## src/rtl/adc_wd_pkg.sv

```systemverilog
package adc_wd_pkg;
  typedef enum logic [1:0] {
    WIN_IN    = 2'b00,
    WIN_ABOVE = 2'b01,
    WIN_BELOW = 2'b10,
    WIN_OUT   = 2'b11
  } win_mode_e;

  localparam logic [2:0] ADDR_CTRL    = 3'd0;
  localparam logic [2:0] ADDR_UPPER   = 3'd1;
  localparam logic [2:0] ADDR_LOWER   = 3'd2;
  localparam logic [2:0] ADDR_STAT_LO = 3'd3;
  localparam logic [2:0] ADDR_STAT_HI = 3'd4;

  localparam int CTRL_EN_BIT  = 0;
  localparam int CTRL_MODE_LO = 8;

  function automatic logic [15:0] be_merge(input logic [15:0] old_v,
                                           input logic [15:0] new_v,
                                           input logic [1:0]  be);
    logic [15:0] m;
    m = {{8{be[1]}}, {8{be[0]}}};
    return (old_v & ~m) | (new_v & m);
  endfunction
endpackage

```

## src/rtl/adc_wd_cmp.sv

```systemverilog
module adc_wd_cmp
  import adc_wd_pkg::*;
#(
  parameter int RES_W = 12
) (
  input  win_mode_e        mode_i,
  input  logic [RES_W-1:0] res_i,
  input  logic [RES_W-1:0] lim_up_i,
  input  logic [RES_W-1:0] lim_lo_i,
  output logic             hit_o
);
  logic above, below;

  assign above = res_i > lim_up_i;
  assign below = res_i < lim_lo_i;

  always_comb begin
    unique case (mode_i)
      WIN_IN:    hit_o = !above && !below;
      WIN_ABOVE: hit_o = above;
      WIN_BELOW: hit_o = below;
      default:   hit_o = above || below;
    endcase
  end
endmodule

```

## src/rtl/adc_wd_regs.sv

```systemverilog
module adc_wd_regs
  import adc_wd_pkg::*;
#(
  parameter int RES_W = 12
) (
  input  logic             clk_i,
  input  logic             rst_ni,
  input  logic             wr_i,
  input  logic [2:0]       addr_i,
  input  logic [1:0]       be_i,
  input  logic [15:0]      wdata_i,
  output logic             en_o,
  output win_mode_e        mode_o,
  output logic [RES_W-1:0] lim_up_o,
  output logic [RES_W-1:0] lim_lo_o
);
  logic [15:0] ctrl_nxt, up_nxt, lo_nxt;

  assign ctrl_nxt = be_merge({6'b0, mode_o, 7'b0, en_o}, wdata_i, be_i);
  assign up_nxt   = be_merge(16'(lim_up_o), wdata_i, be_i);
  assign lo_nxt   = be_merge(16'(lim_lo_o), wdata_i, be_i);

  always_ff @(posedge clk_i or negedge rst_ni) begin
    if (!rst_ni) begin
      en_o     <= 1'b0;
      mode_o   <= WIN_IN;
      lim_up_o <= '0;
      lim_lo_o <= '0;
    end else if (wr_i) begin
      unique case (addr_i)
        ADDR_CTRL: begin
          en_o   <= ctrl_nxt[CTRL_EN_BIT];
          mode_o <= win_mode_e'(ctrl_nxt[CTRL_MODE_LO +: 2]);
        end
        ADDR_UPPER: lim_up_o <= up_nxt[RES_W-1:0];
        ADDR_LOWER: lim_lo_o <= lo_nxt[RES_W-1:0];
        default: ;
      endcase
    end
  end
endmodule

```

## src/rtl/adc_wd_status.sv

```systemverilog
module adc_wd_status
  import adc_wd_pkg::*;
#(
  parameter int N_CH = 20,
  parameter int CH_W = 5
) (
  input  logic            clk_i,
  input  logic            rst_ni,
  input  logic            set_i,
  input  logic [CH_W-1:0] set_ch_i,
  input  logic            clr_lo_i,
  input  logic            clr_hi_i,
  input  logic [1:0]      be_i,
  input  logic [15:0]     wdata_i,
  output logic [N_CH-1:0] stat_o,
  output logic            irq_o
);
  logic [15:0]     clr_m;
  logic [31:0]     clr32;
  logic [N_CH-1:0] rise;

  assign clr_m = wdata_i & {{8{be_i[1]}}, {8{be_i[0]}}};
  assign clr32 = {(clr_hi_i ? clr_m : 16'h0), (clr_lo_i ? clr_m : 16'h0)};

  for (genvar g = 0; g < N_CH; g++) begin : g_flag
    logic hit_g;
    assign hit_g   = set_i && (set_ch_i == CH_W'(g));
    assign rise[g] = hit_g && !stat_o[g];
    always_ff @(posedge clk_i or negedge rst_ni) begin
      if (!rst_ni)         stat_o[g] <= 1'b0;
      else if (hit_g)      stat_o[g] <= 1'b1;  // set beats clear
      else if (clr32[g])   stat_o[g] <= 1'b0;
    end
  end

  always_ff @(posedge clk_i or negedge rst_ni) begin
    if (!rst_ni) irq_o <= 1'b0;
    else         irq_o <= |rise;
  end
endmodule

```

## src/rtl/adc_window_detect.sv

```systemverilog
module adc_window_detect
  import adc_wd_pkg::*;
#(
  parameter int RES_W = 12,
  parameter int N_CH  = 20,
  localparam int CH_W = (N_CH > 1) ? $clog2(N_CH) : 1
) (
  input  logic             clk_i,
  input  logic             rst_ni,
  input  logic             bus_sel_i,
  input  logic             bus_we_i,
  input  logic [2:0]       bus_addr_i,
  input  logic [1:0]       bus_be_i,
  input  logic [15:0]      bus_wdata_i,
  output logic [15:0]      bus_rdata_o,
  input  logic             res_valid_i,
  input  logic [CH_W-1:0]  res_ch_i,
  input  logic [RES_W-1:0] res_data_i,
  output logic             irq_o
);
  logic             wr;
  logic             en_q;
  win_mode_e        mode_q;
  logic [RES_W-1:0] lim_up_q, lim_lo_q;
  logic             hit_w;
  logic [N_CH-1:0]  stat_q;
  logic [31:0]      stat32;

  assign wr     = bus_sel_i && bus_we_i;
  assign stat32 = 32'(stat_q);

  adc_wd_regs #(.RES_W(RES_W)) regs_i (
    .clk_i, .rst_ni,
    .wr_i     (wr),
    .addr_i   (bus_addr_i),
    .be_i     (bus_be_i),
    .wdata_i  (bus_wdata_i),
    .en_o     (en_q),
    .mode_o   (mode_q),
    .lim_up_o (lim_up_q),
    .lim_lo_o (lim_lo_q)
  );

  adc_wd_cmp #(.RES_W(RES_W)) cmp_i (
    .mode_i   (mode_q),
    .res_i    (res_data_i),
    .lim_up_i (lim_up_q),
    .lim_lo_i (lim_lo_q),
    .hit_o    (hit_w)
  );

  adc_wd_status #(.N_CH(N_CH), .CH_W(CH_W)) status_i (
    .clk_i, .rst_ni,
    .set_i    (res_valid_i && en_q && hit_w),
    .set_ch_i (res_ch_i),
    .clr_lo_i (wr && bus_addr_i == ADDR_STAT_LO),
    .clr_hi_i (wr && bus_addr_i == ADDR_STAT_HI),
    .be_i     (bus_be_i),
    .wdata_i  (bus_wdata_i),
    .stat_o   (stat_q),
    .irq_o    (irq_o)
  );

  always_comb begin
    unique case (bus_addr_i)
      ADDR_CTRL:    bus_rdata_o = {6'b0, mode_q, 7'b0, en_q};
      ADDR_UPPER:   bus_rdata_o = 16'(lim_up_q);
      ADDR_LOWER:   bus_rdata_o = 16'(lim_lo_q);
      ADDR_STAT_LO: bus_rdata_o = stat32[15:0];
      ADDR_STAT_HI: bus_rdata_o = stat32[31:16];
      default:      bus_rdata_o = 16'h0;
    endcase
  end
endmodule

```

## config.mk

```make
export PLATFORM = sky130hd
export DESIGN_NAME = adc_window_detect
export DESIGN_NICKNAME = d
export VERILOG_FILES = /design/src/rtl/adc_wd_pkg.sv /design/src/rtl/adc_wd_cmp.sv /design/src/rtl/adc_wd_regs.sv /design/src/rtl/adc_wd_status.sv /design/src/rtl/adc_window_detect.sv
export SDC_FILE = /design/constraint.sdc
export NUM_CORES = 1
export LEC_CHECK = 0
export BUFFER_PORTS_ARGS = -buffer_cell sky130_fd_sc_hd__clkbuf_2
export CAP_MARGIN = 20
export CORE_MARGIN = 4
export CORE_UTILIZATION = 56
export DETAILED_ROUTE_END_ITERATION = 12
export GPL_ROUTABILITY_DRIVEN = 0
export PLACE_DENSITY_LB_ADDON = 0.25
export SYNTH_ARGS = -nofsm -noshare
export SYNTH_HDL_FRONTEND = slang
export SYNTH_SLANG_ARGS = --single-unit
```

## constraint.sdc

```tcl
create_clock -name clk_i -period 2.8 [get_ports clk_i]
set_input_delay 0.84 -clock clk_i [delete_from_list [all_inputs] [get_ports clk_i]]
set_output_delay 0.84 -clock clk_i [all_outputs]
set_load 0.01 [all_outputs]
```

==> reports/metrics.yaml, run 1 <==
outcome:
  status: "finished clean"
timing:
  fin_skew_ns: 0.00989
  setup_viol: 0
  rsz0062_at_grt: "no"
  max_freq_ghz: 0.365
  min_period_ns: 2.74
  hold_violations: 0
  relSlewSlack: 0.608
  tns_ns: 0
  drv_slew: 0
  timing.final.crit_share: 0.978
  fin_ws_ns: 0.0617
  worst_pin_slew_ns: 0.587
die:
  die_area_sq_um: 7130
  rows: 27
  fp.dieW_microns: 84.4
  die_h_microns: 84.4
  start_util: 0.587
  coreArea_sq_um: 5570
  io_pins: 60
cells_and_area:
  num_antenna_cells: 0
  stdcell_area_sq_um: 3800
  nNetsFinal: 497
  stdcell_count: 504
  area.growth.synth_to_final_pct: 16.1
  fill_cells: 472
  drive_gt1_frac: 0.310
drt:
  drc: 0
  drt-total-wl_mm: 8.22
  firstDrtPassIters: 4
  route.vias.total: 2879
  ant_nets: 0
  dr.first_iter.drc_count: 197
  wl_per_cell_microns: 16.3
  viasPerCell: 5.71
worst_setup_path:
  endpoint_kind: "primary output"
  crit_fanout: 9
  cp.arrival_ns: 1.90
  reg2reg_slack_ns: 0.45
  slowest_delay_ns: 0.32
  cp.required_ns: 1.96
  path_cells: "clkbuf_2 -> nor2b_1 -> a22oi_1 -> o21ai_0 -> clkbuf_2"
  cp_slowest_cell: "nor2b_1"
  worst-path-buf-inv: 2
  path_delay_family: "compound AO/OA/AOI/OAI gates"
  start_kind: "input port"
  cp_common_cell: "clkbuf_2"
  critPathKind: "input port to primary output"
grt:
  grt_antenna_before_repair: 0
  gr-total-overflow: 0
  grt_pass1_vias: 2914
  gr-usage-all-layers: 0.241
  grt_pass1_wl_mm: 14.0
  grt_max_degree: 33
yosys:
  synth_area_sq_um: 3270
  ys.flop_type: "dfrtp_1"
  synthesis.instances: 366
  syn-num-nets: 432
  synth-seq-area-share: 0.367
  synth_edf_count: 0
  ys_seq_elements: 48
  avgSynthCellArea_sq_um: 8.94
  async_flop_share: 1.00
  yosys_warnings: 0
  yosys.cell_types.count: 42
power_and_ir_drop:
  ir_drop_v: 0.000323
  p_int_mw: 1.28
  power_frac_seq: 0.446
  switching_share: 0.343
  comb_power_share: 0.332
  p_total_mw: 1.96
  power_density_nw_per_um2: 515
  p_clk_frac: 0.222
  power_switching_uw: 671
  p_leak_nw: 1.78
clock_tree:
  clk_latency_ns: 0.31
  cts_sinks: 48
  root_buffer: "clkbuf_8"
  clockBufferDepth: 2
  htree_num_levels: 2
  clkTransAtPathRegs_ns: 0.09
  cts-buffers-inserted: 5
  cts-hold-fix-buffers: 0
  cts_tree: "built"
  post_cts_buffers: 0
flow_run:
  cap_violations: 0
placement:
  dp_hpwl_mm: 6.55
  pre_cts_ws_ns: -0.0633
  postPlaceCellArea_sq_um: 3700
  placed_cells: 496
  io_buffers: 59
worst_hold_path:
  timing.hold.worst.class: "input port to async pin"
==> Yosys cell counts, types with 2 or more instances <==
cell	instances	share of area
nand2_1	82	0.094
dfrtp_1	48	0.37
inv_1	26	0.030
o21ai_0	24	0.037
ha_1	23	0.088
mux2_2	22	0.076
nor2_1	22	0.025
o21ai_2	18	0.048
a22oi_1	9	0.021
clkbuf_1	9	0.010
a21oi_1	8	0.012
and2_1	7	0.013
mux4_2	6	0.041
nor2b_1	6	0.011
nand3_1	5	0.0076
nor3_1	4	0.0061
nor3b_1	4	0.0092
buf_6	3	0.010
nand2b_1	3	0.0057
nand4_1	3	0.0057
o21a_1	3	0.0069
o21ai_1	3	0.0046
o31ai_1	3	0.0069
a211oi_2	2	0.0076
a21o_1	2	0.0046
and3_1	2	0.0038
buf_1	2	0.0023
buf_4	2	0.0046
mux2i_1	2	0.0061
==> path summary, 6_finish.rpt <==
| path | startpoint | end | cells past startpoint |
|---|---|---|---|
| setup / recovery | bus_addr_i[1] | bus_rdata_o[1] | 5 |
| hold / removal | rst_ni | status_i.irq_o | 1 |
| setup reg to reg | flip-flop | status_i.stat_o[18] | 9 |
| hold reg to reg | flip-flop | flip-flop | 2 |
| max in group asynchronous | rst_ni | async pin | 2 |
| min in group clk_i | flip-flop | flip-flop | 2 |
==> layout by cell type (no fill, tap or decap), drive strengths merged, types with 3 or more instances in the layout <==
cell	Yosys	routed
nand2b	3	3
nor2b	6	6
o21a	3	3
mux2	22	22
dfrtp	48	48
nand3	5	5
o31ai	4	4
nor3b	4	4
buf	8	16
nand4	3	3
ha	23	23
nor3	5	5
a21oi	8	8
inv	26	26
nor2	22	22
a22oi	9	9
nand2	82	82
mux4	6	6
clkbuf	9	66
o21ai	45	45
and2	7	7
==> metrics by stage <==
stage	hold WS, ns	utilization
CTS	0.466	0.681
floorplan	0.450	-
global placement	0.462	0.664
global route	0.476	0.681
detailed placement	0.470	0.664
finish	0.454	0.681
==> metal layers <==
metal / GRT usage / vias to the layer above / wire (microns)
met5: 0 / - / 0
met4: 0.0748 / 0 / 180
met3: 0.0373 / 17 / 447
met2: 0.401 / 100 / 3910
met1: 0.327 / 1365 / 3690
li1: - / 1397 / -
==> area by class of cell <==
cell class                 count  area (sq um)  area share
multi-input combinational    275          1890       0.497
sequential                    48          1200       0.316
timing repair buffer          75           428       0.113
inverter                      26          97.6      0.0257
tap                           72          90.1      0.0237
clock buffer                   7          86.3      0.0227
clock inverter                 1          7.51     0.00198
==> what timing repair did <==
action	4_1_cts	5_1_grt
setup endpoints to repair	0	4
hold endpoints to repair	0	0
resized for setup	0	1
==> power groups by stage <==
| stage | sequential (mW) | clock [mW] | combinational, mW |
|---|---|---|---|
| 2_1_floorplan | 0.853 | 0 | 0.447 |
| 3_3_place_gp | 0.880 | 0 | 0.626 |
| 3_5_place_dp | 0.886 | 0 | 0.648 |
| 4_1_cts | 0.871 | 0.437 | 0.653 |
| 5_1_grt | 0.885 | 0.466 | 0.729 |
| 6_report | 0.873 | 0.434 | 0.648 |
==> cell families (layout without fill, tap and decap cells) <==
| family | Yosys count | count (layout) | synth area share |
|---|---|---|---|
| flops | 48 | 48 | 0.367 |
| mux | 30 | 30 | 0.123 |
| fa+ha+maj | 23 | 23 | 0.0880 |
| compound gates | 80 | 80 | 0.170 |
| simple gates | 142 | 142 | 0.193 |
| buf+inv | 43 | 109 | 0.0589 |
No activity file was read; power rests on OpenSTA's default activity.
==> inputs of run 2 (changes only) <==
--- a/config.mk
+++ b/config.mk
@@ -9,9 +9,10 @@
 export CAP_MARGIN = 20
 export CORE_MARGIN = 4
 export CORE_UTILIZATION = 56
+export CTS_CLUSTER_DIAMETER = 50
 export DETAILED_ROUTE_END_ITERATION = 12
 export GPL_ROUTABILITY_DRIVEN = 0
-export PLACE_DENSITY_LB_ADDON = 0.25
+export PLACE_DENSITY = 0.8
 export SYNTH_ARGS = -nofsm -noshare
 export SYNTH_HDL_FRONTEND = slang
 export SYNTH_SLANG_ARGS = --single-unit
==> run 2 against run 1 <==
Effect of this change: global-route usage down 0.31 points; combinational power up 1%; die area unchanged; total power up 3.6%; largest power group unchanged; highest routed layer unchanged.
==> reports/metrics.yaml, run 2 (synthesized netlist as in run 1, its figures left out) <==
grt:
  use_met2: 0.404
  grtUsageMet3: 0.0442
  grt_antenna_before_repair: 0
  gr-usage-all-layers: 0.238
  grt_pass1_wl_mm: 13.7
  gr-total-overflow: 0
  grt_pass1_vias: 2899
  gr-usage-met1: 0.316
  busiest_layer: "met2"
  grt_max_degree: 22
die:
  die_h_microns: 84.4
  start_util: 0.587
  io_pins: 60
  rows: 27
  fp.dieW_microns: 84.4
  coreArea_sq_um: 5570
  die_area_sq_um: 7130
timing:
  hold_violations: 0
  min_period_ns: 2.73
  worst_pin_slew_ns: 0.614
  setup_viol: 0
  timing.final.crit_share: 0.973
  drv_slew: 0
  fin_skew_ns: 0.00631
  max_freq_ghz: 0.367
  relSlewSlack: 0.590
  rsz0062_at_grt: "no"
worst_setup_path:
  cp.arrival_ns: 1.89
  start_kind: "input port"
  rr_worst_depth: 10
  crit_fanout: 12
  cp.required_ns: 1.96
  endpoint_kind: "primary output"
  critPathKind: "input port to primary output"
cells_and_area:
  final_util: 0.687
  drive_gt1_frac: 0.319
  final_common_cell: "nand2_1"
  area.growth.synth_to_final_pct: 17.1
  mostFrequentLayoutCells: "82 x nand2_1, 58 x clkbuf_2, 48 x dfrtp_1, 26 x inv_1, 24 x o21ai_0"
  fill_cells: 463
  num_antenna_cells: 0
  multi_input_area_sq_um: 1900
  nNetsFinal: 498
  regArea_sq_um: 1200
drt:
  drt-total-wl_mm: 8.02
  dr.first_iter.drc_count: 381
  route.vias.total: 2886
  drc: 0
  viasPerCell: 5.71
  firstDrtPassIters: 4
  ant_nets: 0
  wl_per_cell_microns: 15.9
clock_tree:
  clk_latency_ns: 0.30
  cts-buffers-inserted: 5
  root_buffer: "clkbuf_8"
  cts_sinks: 48
  cts_tree: "built"
  htree_num_levels: 2
  post_cts_buffers: 0
  clockBufferDepth: 2
  clkTransAtPathRegs_ns: 0.09
power_and_ir_drop:
  p_leak_nw: 1.79
  power_density_nw_per_um2: 529
  p_total_mw: 2.03
  ir_drop_v: 0.000300
outcome:
  status: "finished clean"
flow_run:
  cap_violations: 0
placement:
  io_buffers: 59
  dp_hpwl_mm: 6.33
worst_hold_path:
  timing.hold.worst.class: "input port to async pin"
[run 2: worst max-delay path, stage by stage]
cell and delay (ns):
clkbuf_2 0.12, buf_4 0.19, nand2_1 0.09, o21ai_0 0.08, a22oi_1 0.09, o21ai_0 0.28
clkbuf_2 0.20
[run 2: metal layers]
layer,vias to the layer above,wire length [microns]
met4,0,121
met1,1376,3360
met3,13,529
li1,1396,-
met2,101,4010
met5,-,0
[run 2: per-stage QoR]
step	TNS, ns	cell area [sq um]	worst slack [ns]	hold WS (ns)	std cells
floorplan	0	3270	0.115	0.450	366
global placement	-1.45	3710	-0.0984	0.462	497
detailed placement	-2.34	3710	-0.156	0.470	497
CTS	0	3820	0.0598	0.453	505
global route	0	3830	0.00346	0.453	505
finish	0	3830	0.0743	0.447	505
[run 2: report_power, final]
group	leakage, nW	total (mW)	internal, mW	switching (mW)
Combinational	1.10	0.656	0.296	0.360
Sequential	0.637	0.871	0.791	0.0791
Clock	0.0541	0.499	0.264	0.235
Total	1.79	2.03	1.35	0.674
[run 2: final cells by class]
class,instances,share of cell area
multi-input cells,275,0.495
flip-flops and latches,48,0.314
repair buffers,76,0.114
inverters,26,0.0255
well taps,72,0.0235
clock buffers,5,0.0180
clock inverters,3,0.0111
[run 2: worst paths after layout]
| path | from | slack, ns | end |
|---|---|---|---|
| min in group clk_i | flip-flop | 0.49 | flip-flop |
| worst min register to register | flip-flop | 0.49 | flip-flop |
| worst max register to register | flip-flop | 0.37 | status_i.stat_o[19] |
| worst max-delay path | bus_addr_i[0] | 0.07 | bus_rdata_o[3] |
| max in group asynchronous | rst_ni | 1.78 | async pin |
| worst min-delay path | rst_ni | 0.45 | status_i.stat_o[19] |
[run 2: repair_timing]
action	in CTS	in global routing
hold buffers	0	0
gates resized for setup	0	4
endpoints found under the setup margin	0	5
